File: config.mk
export PLATFORM = sky130hd
export DESIGN_NAME = pwm10_gen
export DESIGN_NICKNAME = d
export VERILOG_FILES = /design/src/rtl/pwm10_pkg.sv /design/src/rtl/pwm10_prescaler.sv /design/src/rtl/pwm10_timebase.sv /design/src/rtl/pwm10_duty_shadow.sv /design/src/rtl/pwm10_compare.sv /design/src/rtl/pwm10_gen.sv
export SDC_FILE = /design/constraint.sdc
export NUM_CORES = 1
export LEC_CHECK = 0
export ABC_AREA = 1
export BUFFER_PORTS_ARGS = -buffer_cell sky130_fd_sc_hd__buf_2
export CAP_MARGIN = 15
export CORE_MARGIN = 3
export CORE_UTILIZATION = 51
export DETAILED_ROUTE_END_ITERATION = 10
export PLACE_DENSITY = 0.79
export SYNTH_ARGS = -nofsm -noshare
export SYNTH_HDL_FRONTEND = slang
export SYNTH_SLANG_ARGS = --single-unit
File: constraint.sdc
create_clock -name clk -period 1.6 [get_ports clk]
set_input_delay 0.16 -clock clk [delete_from_list [all_inputs] [get_ports clk]]
set_output_delay 0.16 -clock clk [all_outputs]
set_load 0.02 [all_outputs]
File: src/rtl/pwm10_pkg.sv
package pwm10_pkg;

  // Largest prescale expressed as a shift amount (divide by 16).
  localparam int PSC_MAX_SHIFT = 4;

  typedef enum logic [1:0] {
    PSC_DIV1   = 2'b00,
    PSC_DIV4   = 2'b01,
    PSC_DIV16  = 2'b10,
    PSC_DIV16B = 2'b11
  } psc_sel_e;

  // Shift amount of the prescale ratio for a select code.
  function automatic int unsigned psc_shift(input logic [1:0] sel);
    case (psc_sel_e'(sel))
      PSC_DIV1: return 0;
      PSC_DIV4: return 2;
      default:  return 4;
    endcase
  endfunction

endpackage

File: src/rtl/pwm10_prescaler.sv
module pwm10_prescaler #(
  parameter int CNT_W = pwm10_pkg::PSC_MAX_SHIFT
) (
  input  logic             clk,
  input  logic             rst,
  input  logic             en,
  input  logic [1:0]       sel,
  output logic             tick,
  output logic [CNT_W-1:0] psc_cnt
);

  logic [CNT_W-1:0] term;

  // Last count value before the tick, derived from the prescale ratio.
  always_comb begin
    term = CNT_W'((32'd1 << pwm10_pkg::psc_shift(sel)) - 32'd1);
  end

  assign tick = en && (psc_cnt == term);

  always_ff @(posedge clk) begin
    if (rst || !en) begin
      psc_cnt <= '0;
    end else if (tick) begin
      psc_cnt <= '0;
    end else begin
      psc_cnt <= psc_cnt + 1'b1;
    end
  end

endmodule

File: src/rtl/pwm10_timebase.sv
module pwm10_timebase #(
  parameter int TMR_W  = 8,
  parameter int FRAC_W = 2
) (
  input  logic                      clk,
  input  logic                      rst,
  input  logic                      en,
  input  logic                      tick,
  input  logic [TMR_W-1:0]          period,
  output logic [TMR_W+FRAC_W-1:0]   cnt,
  output logic                      wrap
);

  localparam int CW = TMR_W + FRAC_W;

  logic frac_full;

  // The sub-count may be left out; then every tick advances the timer itself.
  generate
    if (FRAC_W > 0) begin : g_frac
      assign frac_full = &cnt[FRAC_W-1:0];
    end else begin : g_nofrac
      assign frac_full = 1'b1;
    end
  endgenerate

  // Greater-or-equal keeps the timer from running past a lowered period.
  assign wrap = tick && frac_full && (cnt[CW-1:FRAC_W] >= period);

  always_ff @(posedge clk) begin
    if (rst || !en) begin
      cnt <= '0;
    end else if (wrap) begin
      cnt <= '0;
    end else if (tick) begin
      cnt <= cnt + 1'b1;
    end
  end

endmodule

File: src/rtl/pwm10_duty_shadow.sv
module pwm10_duty_shadow #(
  parameter int DW = 10
) (
  input  logic          clk,
  input  logic          rst,
  input  logic          en,
  input  logic          wrap,
  input  logic [DW-1:0] duty_in,
  output logic [DW-1:0] shadow
);

  // Follows the inputs while idle, so the first period uses the setup value.
  always_ff @(posedge clk) begin
    if (rst) begin
      shadow <= '0;
    end else if (!en || wrap) begin
      shadow <= duty_in;
    end
  end

endmodule

File: src/rtl/pwm10_compare.sv
module pwm10_compare #(
  parameter int DW = 10
) (
  input  logic          clk,
  input  logic          rst,
  input  logic          en,
  input  logic [DW-1:0] cnt,
  input  logic [DW-1:0] shadow,
  output logic          pwm_q
);

  always_ff @(posedge clk) begin
    if (rst) begin
      pwm_q <= 1'b0;
    end else begin
      pwm_q <= en && (cnt < shadow);
    end
  end

endmodule

File: src/rtl/pwm10_gen.sv
module pwm10_gen #(
  parameter int TMR_W  = 8,
  parameter int FRAC_W = 2,
  parameter int PSC_W  = pwm10_pkg::PSC_MAX_SHIFT
) (
  input  logic              clk,
  input  logic              rst,
  input  logic              en,
  input  logic [TMR_W-1:0]  period,
  input  logic [TMR_W-1:0]  duty_hi,
  input  logic [FRAC_W-1:0] duty_lo,
  input  logic [1:0]        psc_sel,
  output logic              pwm_out
);

  localparam int DW = TMR_W + FRAC_W;

  logic             tick;
  logic [PSC_W-1:0] psc_cnt;
  logic [DW-1:0]    cnt;
  logic             wrap;
  logic [DW-1:0]    duty_in;
  logic [DW-1:0]    shadow;

  assign duty_in = {duty_hi, duty_lo};

  pwm10_prescaler #(.CNT_W(PSC_W)) u_psc (
    .clk     (clk),
    .rst     (rst),
    .en      (en),
    .sel     (psc_sel),
    .tick    (tick),
    .psc_cnt (psc_cnt)
  );

  pwm10_timebase #(.TMR_W(TMR_W), .FRAC_W(FRAC_W)) u_tb (
    .clk    (clk),
    .rst    (rst),
    .en     (en),
    .tick   (tick),
    .period (period),
    .cnt    (cnt),
    .wrap   (wrap)
  );

  pwm10_duty_shadow #(.DW(DW)) u_shadow (
    .clk     (clk),
    .rst     (rst),
    .en      (en),
    .wrap    (wrap),
    .duty_in (duty_in),
    .shadow  (shadow)
  );

  pwm10_compare #(.DW(DW)) u_cmp (
    .clk    (clk),
    .rst    (rst),
    .en     (en),
    .cnt    (cnt),
    .shadow (shadow),
    .pwm_q  (pwm_out)
  );

endmodule

==> results of run 1 <==
layer usage:
layer	vias to the layer above	share of wire	wire length, um	track usage
met4	0	0.016	58	0.0744
met5	-	0	0	0
met1	714	0.44	1620	0.214
li1	850	-	-	-
met3	4	0.042	155	0.0198
met2	38	0.50	1840	0.296
worst reg2reg max path, stage by stage, from the launching register on:
cell,delay [ns]
dfxtp_1,0.35
ha_1,0.29
a21oi_1,0.15
o21a_1,0.13
nand2_2,0.07
nand2_4,0.14
clkbuf_16,0.17
nand3_1,0.06
nand2_1,0.07
nor2_1,0.04
power breakdown:
part / total (uW) / internal [uW] / switching [uW] / leakage [uW]
Clock: 297 / 95.7 / 202 / 0.0000139
Combinational: 188 / 81.6 / 106 / 0.000821
Sequential: 653 / 645 / 7.58 / 0.000208
metrics by stage:
stage	setup slack, ns	setup TNS (ns)
CTS	0.0199	0
global placement	0.0663	0
detailed placement	-0.0179	-0.0274
finish	0.0454	0
global route	-0.101	-1.09
floorplan	0.0585	0
layout make-up:
cell class,instances,area share
repair buffers,40,0.139
well taps,42,0.0245
inverters,41,0.0742
flip-flops and latches,25,0.238
clock inverters,1,0.00351
multi-input cells,173,0.511
clock buffers,3,0.0105
path summary, 6_finish.rpt:
path | end | slack (ns)
hold reg to reg | u_tb.cnt[0] | 0.52
hold / removal | u_shadow.shadow[3] | 0.03
setup / recovery | u_shadow.shadow[7] | 0.05
setup reg to reg | u_shadow.shadow[7] | 0.05
state kept, by name (all words and copies together), names as in the netlist:
signal / count
u_cmp.pwm_q: 1
u_shadow.shadow: 10
u_psc.psc_cnt: 4
u_tb.cnt: 10
Yosys cell counts (all sizes together):
master  number
a211oi       1
a21boi       1
a21oi       24
buf          4
clkbuf       3
clkinv       1
dfxtp       25
ha          19
inv         40
nand2       61
nand3       16
nand4        5
nor2        34
nor3         3
o211ai       1
o21a         1
o21ai        3
or2          1
xnor2        2
xor2         1
kinds of logic after synthesis:
family / after synthesis
AND/OR/NAND/NOR: 120
buffers and inverters: 48
AO/OA/AOI/OAI: 31
flip-flops: 25
adder cells (fa/ha/maj): 19
XOR/XNOR: 3
timing repair:
item,4_1_cts,5_1_grt
hold buffers,1,0
gates cloned,0,3
pin swaps,0,4
endpoints found under the setup margin,11,20
resized for setup,2,37
hold endpoints to repair,1,0
setup buffers,0,1
cell usage in the layout (no fill, tap or decap), types with 2 or more instances in the layout:
cell,Yosys,routed
ha_1,19,15
a21oi_2,1,12
a21oi_1,23,12
nand3_1,15,10
buf_2,3,23
nor2_2,0,2
dfxtp_1,25,18
ha_4,0,4
nor3_2,0,2
inv_1,40,39
nand2_1,60,55
clkbuf_4,0,3
nand4_1,5,5
nor2_1,33,31
clkbuf_16,0,2
nand2_2,1,5
dfxtp_2,0,7
o21ai_0,3,3
xnor2_1,2,2
nand3_2,1,5
buf_4,0,12
==> out/metrics.cfg, run 1 <==
[status]
outcome=completed

[die]
initial_core_util=0.563
die-area_mm2=0.00392
core_area_mm2=0.00290
dieWidth_um=62.6
ioPinCount=24
row_count=19
die_h_um=62.6

[critical_path]
crit_fanout=5
end_kind=flip-flop
cp-start-kind=flip-flop
crit_slowest_cell=dfxtp_1
reg2reg_depth=9
crit_arrival_ns=1.80
worst_ep_required_time_ns=1.85
path_cells=ha_1, a21oi_1, o21a_1, nand2_2, nand2_4, clkbuf_16, nand3_1, nand2_1, nor2_1
startpoint=u_tb.cnt[7]
critPathBufInv=1
cp_num_cells=9
reg2reg_from=u_tb.cnt[7]
cp_top_family=simple AND/OR/NAND/NOR gates
worstSetupPathType=flip-flop to flip-flop
slowest_delay_ns=0.35

[route]
drt_wl_total_um=3670
drtIter0Drc=34
vias_per_cell=4.94
firstDrtPassIters=4
ant_nets=0
drc_errors=0
vias=1606
post_drt_wl_per_cell_um=11.3

[synth]
synth_area_leaders=dfxtp_1, ha_1, nand2_1
ys_ff_latch=25
synth_top_family_by_area=simple AND/OR/NAND/NOR gates
yosys_warnings=0
syn_area_mm2=0.00163
synth_top_area_share=0.306
synthMuxAreaShare=0
yosys.cell_types.count=25
netlist_instances=246
syn_nets=288
synth_fa_ha_area_frac=0.145
ys_seq_area_frac=0.306
synth_compound_area_frac=0.103
synthXorXnorAreaFrac=0.0161
synthSimpleGateAreaFrac=0.309
synth_largest_area_cell=dfxtp_1
syn_avg_cell_area_um2=6.64

[clock_tree]
numCtsBuffers=3
htree_levels=1
tritoncts=built
cts-root-buf=clkbuf_4
clock_latency_ns=0.33
cts_sinks=25
clk_pin_slew_ns=0.15
cts_max_path_buffers=2

[finish]
layout.nets=326
multiInputGateArea_mm2=0.00109
area_delta_synth_final_pct=31.0
diodes=0
n_fill_cell=238
seq_area_um2=509
fin_area_mm2=0.00214
drive_gt1_frac=0.300
utilization=0.738
fin_cells=325

[timing]
max_slew_margin=0.719
max_freq_mhz=643
fin_skew_ns=0.00940
maxSlewViolCount=0
rsz0062_at_grt=true
hold_viol_final=0
hold_ws_ns=0.0290
finalCriticalPeriod_ns=1.55
worst_pin_slew_ns=0.422
post-route-period-util=0.972
setup_violations=0

[global_route]
overflow=0
grt_max_degree=24
grt_pass1_vias=1337
grtUsageTotal=0.172
grt_first_pass_wirelength_um=5600
antenna_found_initial=0

[place]
place_inst=316
dpl.hpwl_um=2470
port_buffers=23
detailed_place.area_mm2=0.00187
place_congestion=0.783

[hold_path]
min_from=duty_hi[1]
worst_hold_path.num_cells=3
min-delay-path-class=primary input to flip-flop

[power_and_ir_drop]
leakage_uw=0.00104
p_per_area_mw_per_mm2=532
finalPower_uw=1140
vdd_drop_max_mv=0.533

[flow_run]
maxCapViolCount=0

(Power assumes the default switching activity.)
==> run 2: changes to the inputs <==
clock period = 1.24 ns   (was 1.6 ns; I/O delays follow)
==> out/metrics.cfg, run 2 (synthesis gave the netlist of run 1 again) <==
[route]
firstDrtPassIters=4
vias_per_cell=5.11
drt_wl_total_um=4770
drtIter0Drc=58
post_drt_wl_per_cell_um=13.7
vias=1773
drc_errors=0
ant_nets=0

[hold_path]
min-delay-path-class=primary input to flip-flop

[place]
place_inst=331
place_ws_ns=-0.378
dpl.hpwl_um=2650
port_buffers=23
detailed_place.area_mm2=0.00202
place_congestion=0.861

[power_and_ir_drop]
finalPower_uw=1540
p_seq_frac=0.547
p_sw_uw=452
vdd_drop_max_mv=0.621
p_per_area_mw_per_mm2=632
switching_share=0.293
pwr-share-comb=0.196
pwr-share-clk=0.257
leakage_uw=0.00116
p_int_uw=1090

[timing]
post-route-period-util=1.30
max_freq_mhz=620
worst_pin_slew_ns=0.349
fin_skew_ns=0.00319
rsz0062_at_grt=true
max_slew_margin=0.767
layout_setup_ws_ns=-0.374
finalCriticalPeriod_ns=1.61
setup_violations=25
maxSlewViolCount=0
hold_ws_ns=-0.00871
hold_viol_final=1

[finish]
drive_gt1_frac=0.377
area_delta_synth_final_pct=49.3
layout_common_cells=nand2_1, inv_1, nor2_1
fin_area_mm2=0.00244
fin_cells=347
reg_top3=u_shadow.shadow (10), u_tb.cnt (10), u_psc.psc_cnt (4)
layout.nets=348
final_common_cell=nand2_1
diodes=0

[clock_tree]
clk_pin_slew_ns=0.15
cts_sinks=25
htree_levels=1
tritoncts=built
cts_max_path_buffers=2
numCtsBuffers=3
cts-root-buf=clkbuf_4
clock_latency_ns=0.33

[critical_path]
critPathBufInv=1
end_kind=flip-flop
slowest_delay_ns=0.36
reg2reg_depth=12
cp-start-kind=flip-flop
startpoint=u_tb.cnt[5]
reg2reg_from=u_tb.cnt[5]
crit_fanout=5
crit_arrival_ns=1.90
critPathCapture=u_shadow.shadow[0]
cp_num_cells=12
path_cells=ha_4, nand2_4, nor2_4, nor2_1, nand2_1, nand2_1, nand2_2, nand2_4, clkbuf_16, nand3_1, nand2_1, nor2_1
worst_ep_required_time_ns=1.52
cp_top_family=simple AND/OR/NAND/NOR gates
crit_slowest_cell=dfxtp_2
r2r-end=u_shadow.shadow[0]
path_common_cell=nand2_1
rrSetupSlack_ns=-0.37
worstSetupPathType=flip-flop to flip-flop

[global_route]
grt_max_degree=25
grt_pass1_vias=1602
overflow=0
grt_first_pass_wirelength_um=6900
grtUsageTotal=0.219
antenna_found_initial=0

[status]
outcome=complete, but fails checks
violations=negative hold slack, negative setup slack

[die]
ioPinCount=24
row_count=19
initial_core_util=0.563
die_h_um=62.6
core_area_mm2=0.00290
die-area_mm2=0.00392
dieWidth_um=62.6

[flow_run]
maxCapViolCount=0

-- run 2: cell types whose count changed in the layout (fill, tap and decap cells not counted), sizes merged --
cell | previous run | this run
buf | 37 | 54
clkinv | 1 | 2
clkinvlp | 1 | 0
dlygate4sd3 | 1 | 5
nand3 | 16 | 17
-- run 2: repair_timing --
action / in CTS / in global routing
setup buffers: 3 / 1
setup endpoints to repair: 25 / 25
resized for setup: 27 / 20
cloned: 1 / 3
pin swaps: 8 / 5
hold buffers: 5 / 0
hold endpoints to repair: 5 / 0
-- run 2: power by group through the flow --
stage                     Combinational, uW  Sequential, uW  Clock [uW]
after floorplan                         141             860           0
after global placement                  219             858           0
after detailed placement                224             859           0
after CTS                               266             841         397
after global routing                    338             847         437
final                                   303             843         396
-- run 2: worst min-delay path by stage --
stage	from	end	slack [ns]	depth (start not counted)
6_report	duty_hi[0]	u_shadow.shadow[2]	-0.009	3
4_1_cts	duty_hi[4]	u_shadow.shadow[6]	0.003	3
3_3_place_gp	rst	u_cmp.pwm_q	0.30	2
5_1_grt	duty_hi[0]	u_shadow.shadow[2]	0.02	3
3_5_place_dp	rst	u_cmp.pwm_q	0.30	2
2_1_floorplan	rst	u_cmp.pwm_q	0.20	1
-- run 2: area by class of cell --
type / instances / area, um^2
inverter: 41 / 159
fill: 194 / 460
timing repair buffer: 61 / 493
clock inverter: 1 / 5.00
clock buffer: 3 / 22.5
multi-input combinational: 174 / 1190
sequential: 25 / 513
tap: 42 / 52.6
-- run 2: tightest hold or removal path: stages --
cell and delay [ns]:
buf_2 0.08, a21oi_2 0.03, nor2_1 0.06
-- run 2: per-stage QoR --
stage,setup TNS [ns],util,hold slack (ns)
finish,-7.44,0.841,-0.00871
CTS,-6.17,0.789,0.00345
floorplan,-3.03,-,0.196
detailed placement,-6.82,0.697,0.301
global placement,-6.01,0.697,0.297
global route,-10.00,0.841,0.0197
-- run 2: per-layer routing --
layer / share of wire / GRT usage / up-vias
met2: 0.52 / 0.397 / 48
met1: 0.41 / 0.258 / 809
met5: 0 / 0 / -
li1: - / - / 899
met3: 0.035 / 0.0252 / 17
met4: 0.030 / 0.0937 / 0
